## config.mk

```make
export PLATFORM = sky130hd
export DESIGN_NAME = bridge_admit
export DESIGN_NICKNAME = d
export VERILOG_FILES = /design/src/rtl/bridge_admit_pkg.sv /design/src/rtl/bridge_occ_counter.sv /design/src/rtl/bridge_admit_decide.sv /design/src/rtl/bridge_admit.sv
export SDC_FILE = /design/constraint.sdc
export NUM_CORES = 1
export LEC_CHECK = 0
export ABC_AREA = 1
export BUFFER_PORTS_ARGS = -buffer_cell sky130_fd_sc_hd__buf_2
export CORE_MARGIN = 3
export CORE_UTILIZATION = 35
export DETAILED_ROUTE_END_ITERATION = 12
export SLEW_MARGIN = 10
export SYNTH_ARGS = -nofsm -noshare
export SYNTH_HDL_FRONTEND = slang
export SYNTH_SLANG_ARGS = --single-unit
```

## constraint.sdc

```tcl
create_clock -name clk -period 1.2 [get_ports clk]
set_input_delay 0 -clock clk [delete_from_list [all_inputs] [get_ports clk]]
set_output_delay 0 -clock clk [all_outputs]
set_load 0.03 [all_outputs]
```

## src/rtl/bridge_admit_pkg.sv

```systemverilog
package bridge_admit_pkg;

    typedef enum logic {
        CAUSE_FAR_REQ_FULL = 1'b0,
        CAUSE_RESP_FULL    = 1'b1
    } nack_cause_e;

    typedef struct packed {
        logic        take;     // a packet was presented
        logic        bounce;   // turn it into a nack
        nack_cause_e cause;
        logic        reserve;  // claim a response slot
    } verdict_t;

    function automatic verdict_t judge(input logic valid, input logic is_req,
                                       input logic needs_resp, input logic nacked,
                                       input logic far_full, input logic resp_full);
        verdict_t v;
        v.take    = valid;
        v.bounce  = 1'b0;
        v.cause   = CAUSE_FAR_REQ_FULL;
        v.reserve = 1'b0;
        if (valid) begin
            if (is_req && far_full) begin
                v.bounce = 1'b1;
                v.cause  = CAUSE_FAR_REQ_FULL;
            end else if (needs_resp && !nacked && resp_full) begin
                v.bounce = 1'b1;
                v.cause  = CAUSE_RESP_FULL;
            end else begin
                v.reserve = needs_resp && !nacked;
            end
        end
        return v;
    endfunction

endpackage

```

## src/rtl/bridge_occ_counter.sv

```systemverilog
module bridge_occ_counter #(
    parameter int LIMIT = 4,
    localparam int CW = $clog2(LIMIT + 1)
) (
    input  logic          clk,
    input  logic          rst,
    input  logic          inc,
    input  logic          dec,
    output logic [CW-1:0] cnt,
    output logic          full
);
    logic inc_ok;
    logic dec_ok;

    assign inc_ok = inc && (cnt < CW'(LIMIT));
    assign dec_ok = dec && (cnt != '0);
    assign full   = (cnt >= CW'(LIMIT));

    always_ff @(posedge clk) begin
        if (rst) begin
            cnt <= '0;
        end else if (inc_ok && !dec_ok) begin
            cnt <= cnt + 1'b1;
        end else if (dec_ok && !inc_ok) begin
            cnt <= cnt - 1'b1;
        end
    end

    AST_CNT_LIMIT: assert property (@(posedge clk) disable iff (rst)
        cnt <= CW'(LIMIT));

    AST_NO_UNDERFLOW: assert property (@(posedge clk) disable iff (rst)
        (cnt == '0 && dec && !inc) |=> cnt == '0);

    AST_NO_OVERFLOW: assert property (@(posedge clk) disable iff (rst)
        (full && inc && !dec) |=> full);

    AST_INC_STEP: assert property (@(posedge clk) disable iff (rst)
        (inc && !dec && !full) |=> cnt == $past(cnt) + 1'b1);

    AST_PAIR_HOLDS: assert property (@(posedge clk) disable iff (rst)
        (inc && dec && !full && cnt != '0) |=> $stable(cnt));

endmodule

```

## src/rtl/bridge_admit_decide.sv

```systemverilog
module bridge_admit_decide
    import bridge_admit_pkg::*;
(
    input  logic     valid,
    input  logic     is_req,
    input  logic     needs_resp,
    input  logic     nacked,
    input  logic     far_full,
    input  logic     resp_full,
    output verdict_t verdict
);
    always_comb begin
        verdict = judge(valid, is_req, needs_resp, nacked, far_full, resp_full);
    end
endmodule

```

## src/rtl/bridge_admit.sv

```systemverilog
module bridge_admit
    import bridge_admit_pkg::*;
#(
    parameter int TIME_W     = 16,
    parameter int ID_W       = 4,
    parameter int REQ_LIMIT  = 3,
    parameter int RESP_LIMIT = 2,
    parameter int CROSS_DLY  = 10,
    parameter int NACK_DLY   = 4
) (
    input  logic                              clk,
    input  logic                              rst,
    input  logic [TIME_W-1:0]                 now_i,
    input  logic                              pkt_valid_i,
    input  logic                              pkt_is_req_i,
    input  logic                              pkt_needs_resp_i,
    input  logic                              pkt_nacked_i,
    input  logic [ID_W-1:0]                   pkt_src_i,
    input  logic [ID_W-1:0]                   pkt_dst_i,
    input  logic                              far_req_full_i,
    input  logic                              resp_done_i,
    input  logic                              req_enq_i,
    input  logic                              req_sent_i,
    output logic                              fwd_o,
    output logic [ID_W-1:0]                   fwd_dst_o,
    output logic [TIME_W-1:0]                 fwd_ready_o,
    output logic                              nack_o,
    output logic                              nack_cause_o,
    output logic [ID_W-1:0]                   nack_dst_o,
    output logic [TIME_W-1:0]                 nack_ready_o,
    output logic [$clog2(RESP_LIMIT+1)-1:0]   resp_cnt_o,
    output logic [$clog2(REQ_LIMIT+1)-1:0]    req_cnt_o,
    output logic                              req_full_o
);
    localparam logic [TIME_W-1:0] CROSS_T = TIME_W'(CROSS_DLY);
    localparam logic [TIME_W-1:0] NACK_T  = TIME_W'(NACK_DLY);

    logic     resp_full;
    verdict_t verdict;

    bridge_admit_decide u_decide (
        .valid      (pkt_valid_i),
        .is_req     (pkt_is_req_i),
        .needs_resp (pkt_needs_resp_i),
        .nacked     (pkt_nacked_i),
        .far_full   (far_req_full_i),
        .resp_full  (resp_full),
        .verdict    (verdict)
    );

    bridge_occ_counter #(.LIMIT(RESP_LIMIT)) u_resp_cnt (
        .clk  (clk),
        .rst  (rst),
        .inc  (verdict.reserve),
        .dec  (resp_done_i),
        .cnt  (resp_cnt_o),
        .full (resp_full)
    );

    bridge_occ_counter #(.LIMIT(REQ_LIMIT)) u_req_cnt (
        .clk  (clk),
        .rst  (rst),
        .inc  (req_enq_i),
        .dec  (req_sent_i),
        .cnt  (req_cnt_o),
        .full (req_full_o)
    );

    always_ff @(posedge clk) begin
        if (rst) begin
            fwd_o        <= 1'b0;
            nack_o       <= 1'b0;
            nack_cause_o <= 1'b0;
            fwd_dst_o    <= '0;
            nack_dst_o   <= '0;
            fwd_ready_o  <= '0;
            nack_ready_o <= '0;
        end else begin
            fwd_o  <= verdict.take && !verdict.bounce;
            nack_o <= verdict.take && verdict.bounce;
            if (verdict.take && !verdict.bounce) begin
                fwd_dst_o   <= pkt_dst_i;
                fwd_ready_o <= now_i + CROSS_T;
            end
            if (verdict.take && verdict.bounce) begin
                nack_cause_o <= verdict.cause;
                nack_dst_o   <= pkt_src_i;
                nack_ready_o <= now_i + NACK_T;
            end
        end
    end

    AST_ONE_STROBE: assert property (@(posedge clk) disable iff (rst)
        !(fwd_o && nack_o));

    AST_STROBE_NEEDS_PKT: assert property (@(posedge clk) disable iff (rst)
        !pkt_valid_i |=> !(fwd_o || nack_o));

    AST_FAR_FULL_NACK: assert property (@(posedge clk) disable iff (rst)
        (pkt_valid_i && pkt_is_req_i && far_req_full_i) |=> (nack_o && nack_cause_o == 1'b0));

    AST_RESP_FULL_NACK: assert property (@(posedge clk) disable iff (rst)
        (pkt_valid_i && !(pkt_is_req_i && far_req_full_i) && pkt_needs_resp_i
         && !pkt_nacked_i && resp_cnt_o >= RESP_LIMIT) |=> (nack_o && nack_cause_o == 1'b1));

    AST_NACK_RETURNS: assert property (@(posedge clk) disable iff (rst)
        pkt_valid_i |=> (!nack_o || nack_dst_o == $past(pkt_src_i)));

endmodule

```

## After elaboration in Yosys (flattened, before gate mapping)

Cells that the tools add are included.

- Input bits: 34
- Flip-flop bits (word level): 47
- Word-level logic and storage cells: 51
- Output and inout port bits: 48

- $add $sub $neg: 6
- Mux-type cells: 9
- Reduce and logical (&&, ||, !) cells: 23
- Magnitude comparators: 4

Operators with widths:

| kind | number |
|---|---|
| adder 16 x 3 -> 16 bit (second input constant) | 1 |
| adder 16 x 4 -> 16 bit (second input constant) | 1 |
| logical AND 1 bit | 13 |
| 2-to-1 mux 2 bit | 6 |
| nonzero test 2 bit | 4 |
| zero test 1 bit | 6 |
| adder 2 x 1 -> 2 bit (second input constant) | 2 |
| greater-or-equal comparator 2 bit (second input constant) | 2 |
| < comparator 2 bit (second input constant) | 2 |
| subtractor 2 x 1 -> 2 bit (second input constant) | 2 |
| 2-to-1 mux 3 bit | 1 |
| 2-to-1 mux 1 bit | 2 |

## Longest topological paths before layout

- Depth after elaboration: 11
- Gate-level depth with buffers: 10
- Mapped depth without buffers: 10

## Modules after synthesis

A second synthesis with hierarchy kept.

- Cells, all modules: 389
- Area total of the unflattened synthesis: 2529.9 um^2

By module, submodules not included:

| module | cells each | seq. area each (um^2) | instances | area an instance (um^2) |
|---|---|---|---|---|
| bridge_admit | 332 | 860.8 | 1 | 2205.9 |
| bridge_occ_counter at u_req_cnt | 23 | 40.0 | 1 | 137.6 |
| bridge_occ_counter at u_resp_cnt | 22 | 40.0 | 1 | 133.9 |
| bridge_admit_decide | 12 | 0.0 | 1 | 52.6 |

## Worst setup path before layout

OpenSTA, ideal clock, no wires.

- Kind: flip-flop to flip-flop
- From: register u_req_cnt.cnt[0]
- To: register u_req_cnt.cnt[1]
- Cell stages (with the launch flop): 9
- Arrival time: 1618 ps
- Slack: -540 ps
- Data required time: 1078 ps
- Setup time: 122 ps
- Path buffers: 0
- Clock period less this slack: 1740 ps
- Cells stage by stage: dfxtp_1 -> nand2_1 -> inv_1 -> nor2_1 -> ha_1 -> a21oi_1 -> o21ai_0 -> o21ai_0 -> a21oi_1

- Word-level cells in the longest chain between the ends: 5
- Elaborated cells between the ends (all ways): 13
- Those cells by class: add/sub (2); order compare (1); mux (2); reduce/logical (8)

Ends and longest elaborated chain:

| item | RTL line | source |
|---|---|---|
| start: declaration | bridge_occ_counter.sv:9 | `output logic [CW-1:0] cnt,` |
| start signal: assignment | bridge_occ_counter.sv:23 | `cnt <= cnt + 1'b1;` |
| start signal: assignment | bridge_occ_counter.sv:25 | `cnt <= cnt - 1'b1;` |
| < comparator 2 bit or nonzero test 2 bit (tied branches) | bridge_occ_counter.sv:15, bridge_occ_counter.sv:16 |  |
| logical AND 1 bit, on equally long branches | bridge_occ_counter.sv:15, bridge_occ_counter.sv:16 |  |
| zero test 1 bit, on equally long branches | bridge_occ_counter.sv:24, bridge_occ_counter.sv:22 |  |
| logical AND 1 bit, on equally long branches | bridge_occ_counter.sv:24, bridge_occ_counter.sv:22 |  |
| nonzero test 2 bit (no source line) or 2-to-1 mux 2 bit (tied branches) | n/a |  |

Parallel ways exist; a longest one is shown, timed or not. The select of a mux whose other input is x is not followed.
A chain may end at the register's enable or synchronous reset.

## Final worst setup path

- From: register u_resp_cnt.cnt[1]
- To: register fwd_ready_o[5]

- Word-level cells in the longest chain between the ends: 7

Ends and longest elaborated chain:

| item | RTL line | source |
|---|---|---|
| start: declaration | bridge_occ_counter.sv:9 |  |
| start signal: assignment | bridge_occ_counter.sv:23 |  |
| start signal: assignment | bridge_occ_counter.sv:25 |  |
| greater-or-equal comparator 2 bit | bridge_occ_counter.sv:17 | `assign full = (cnt >= CW'(LIMIT));` |
| logical AND 1 bit | bridge_admit_pkg.sv:27 | `end else if (needs_resp && !nacked && resp_full) begin` |
| 2-to-1 mux 2 bit | bridge_admit_pkg.sv:27 |  |
| 2-to-1 mux 2 bit | bridge_admit_pkg.sv:24 | `if (is_req && far_full) begin` |
| 2-to-1 mux 3 bit | bridge_admit_pkg.sv:23 | `if (valid) begin` |
| zero test 1 bit | bridge_admit.sv:81 | `if (verdict.take && !verdict.bounce) begin` |
| logical AND 1 bit | bridge_admit.sv:81 |  |
| end signal: assignment | bridge_admit.sv:83 | `fwd_ready_o <= now_i + CROSS_T;` |
| end: declaration | bridge_admit.sv:26 | `output logic [TIME_W-1:0] fwd_ready_o,` |

Every way passes these cells.

==> impl_results.md <==
- Number of inserted diodes: 0
- Number of synthesized flops with an enable pin: 0
- Final std cells w/o fill: about 530
- Failing checks: negative setup slack
- IO Count: 82
- First-pass DRT Iterations: 4
- Hold Violations, Final: 0
- CORE AREA: 6459 um^2
- CTS root buffer: clkbuf_8
- Vias/cell: approximately 4.7
- Share of flip-flops with an asynchronous set or reset: 0%
- DR DRC count: 0
- Fmax achieved: 0.7817 GHz
- Status: complete, but fails checks
- Commonest non-fill, non-tap cell in the layout: buf_2
- Layout area overhead: 40.86%
- CP Max Fanout: 6
- Power consumption: approximately 4.7 mW
- Worst endpoint data arrival time: 1480 ps
- Critical hold path startpoint: now_i[15]
- Rows: 29
- Cell Area, Synth: 2382 um^2
- Yosys warning total: 0
- Vias in the first global route: 2337
- Worst Max-Slew Pin Slew: around 260 ps
- First-iteration detailed-routing DRC count: between 100 and 150
- Post-synthesis sequential area ratio: between 30% and 40%
- Final core utilization: slightly above 50%
- Worst r2r src: u_resp_cnt.cnt[1]
- Post-DP HPWL: roughly 4800 um
- Final setup margin: -79.20 ps
- Crit. End Element: register
- Startpoint Class: register
- Post-Syn Nets: ~380
- Largest net degree at the start of global routing: 28
- Leakage: around 1.7 nW
- Pwr Density: ~1400 nW/um^2
- Critical Path RT: around 1400 ps
- Final GP Congestion: around 0.90
- Avg WL per Cell: roughly 13 um
- RSZ-0062 raised after global routing: true
- Setup violators final: 12
- Initial core utilization: between 30% and 40%
- Layout cells sized above 1: roughly a third
- Port bufs: slightly above 80
- Most frequent cells in the layout: buf_2, nor2_1, dfxtp_1
- Primary FF master, synth: dfxtp_1
- Antenna-violating nets left: 0
- R2R Setup Slk: -80 ps
- Sink Count: between 40 and 50
- Rel. slew slack: around 83%
- FF+latch count, synth: 47
- Number of max-cap violations: 0
- Antenna violations before repair: 0
- Die X: about 89 um
- Clock skew: between 4 and 5 ps
- H-tree levels: 2
- Clock Latency Late Sink: approximately 300 ps
- First-pass GRT wire length: between 10000 and 15000 um
- Worst hold slack: ~17 ps
- Critical setup path kind: reg -> reg
- # placed instances: between 500 and 600
- Worst min-delay path class: in -> reg
- Nets: between 400 and 500
- DP Worst Slack: -94.00 ps
- Die Footprint: 7832 um^2
- Die height: 88.50 um
- Mapped Cells: about 340
- Crit path time final: around 1300 ps
- Final Cycle Share: 106.6%
- CTS tree: done
- Final wirelength: between 6000 and 7000 um
- Peak VDD IR: between 0.5 and 0.6 mV
- Via count: roughly 2500
- Worst setup path startpoint: u_resp_cnt.cnt[1]
- Gr ovfl total: 0
- Syn avg cell area: around 7 um^2
- CTS Buffer Depth: 2
- Fillers: 672
- Yosys cell types: 25
- CTS clk-pin slew, worst paths: 90 ps
- Max-slew violations: 0
- Total track usage: approximately 17%
- TritonCTS buffer count: 5
==> synthesized netlist by cell type, drive strengths merged (3+ instances only) <==
| cell | number | area share [%] |
|---|---|---|
| nor2 | 79 | 14 |
| nand2 | 52 | 9.7 |
| dfxtp | 47 | 39 |
| inv | 44 | 6.9 |
| o21ai | 42 | 8.8 |
| nand3 | 24 | 5.0 |
| a21oi | 18 | 3.9 |
| buf | 7 | 2.4 |
| xor2 | 7 | 2.6 |
| ha | 5 | 2.6 |
| xnor2 | 4 | 1.5 |
| clkbuf | 3 | 0.47 |
| nand4 | 3 | 0.79 |
==> power breakdown <==
part	internal, mW	leakage [nW]	switching, mW	total (mW)
Clock	0.621	0.0581	0.555	1.18
Combinational	0.655	1.26	1.00	1.66
Sequential	1.77	0.390	0.122	1.89
Total	3.05	1.71	1.68	4.73
==> cell families (layout without fill, tap and decap cells) <==
logic type	after synthesis	after routing	synth area share (%)
flops	47	47	39.50
compound gates	63	63	13.92
fa+ha+maj	5	5	2.626
xor+xnor	11	11	4.044
buf+inv	55	166	9.978
simple gates	158	158	29.94
==> sequential cells by signal, indices dropped and copies added (netlist names) <==
name	cells
fwd_ready_o	16
nack_o	1
fwd_o	1
nack_ready_o	16
nack_dst_o	4
fwd_dst_o	4
nack_cause_o	1
u_resp_cnt.cnt	2
u_req_cnt.cnt	2
==> per-stage QoR <==
stage	instance area, um^2	setup TNS (ps)
floorplan	2410	-231.6
global placement	3000	-56.07
detailed placement	3000	-212.7
CTS	3271	-324.2
global route	3356	-2683
finish	3356	-398.2
==> path summary, 6_finish.rpt <==
| kind | end | cells past startpoint |
|---|---|---|
| max reg2reg | fwd_ready_o[5] | 7 |
| max | fwd_ready_o[5] | 7 |
| min | fwd_ready_o[15] | 5 |
| min reg2reg | nack_cause_o | 2 |
==> area by class of cell <==
class | instances | area, um^2 | area share, %
multi-input combinational | 237 | 1262 | 37.62
timing repair buffer | 113 | 752.0 | 22.41
clock buffer | 5 | 68.82 | 2.051
tap | 77 | 96.34 | 2.871
clock inverter | 3 | 43.79 | 1.305
sequential | 47 | 955.9 | 28.49
inverter | 45 | 176.4 | 5.257
==> routing by layer <==
metal  routed length (um)  vias to the layer above  GRT usage, %
met5                    0                        -             0
met4                   73                        0         4.670
met3                  291                        4         3.166
met2                 3164                       59         29.37
met1                 3070                     1113         22.52
li1                     -                     1293             -
==> critical path, cell delays in order (launching register included) <==
cell and delay [ps]:
dfxtp_4 360, nand3_1 120, inv_2 60, nor2_4 200, buf_4 160, clkbuf_16 130, o21a_1 110, nor2_1 40
==> timing repair <==
action / CTS / global route
endpoints found under the setup margin: 10 / 39
resized for setup: 12 / 18
setup buffers: 0 / 2
cloned: 0 / 2
endpoints found under the hold margin: 13 / 0
pin swaps: 4 / 3
hold buffers: 12 / 0
No activity file was read; power rests on OpenSTA's default activity.
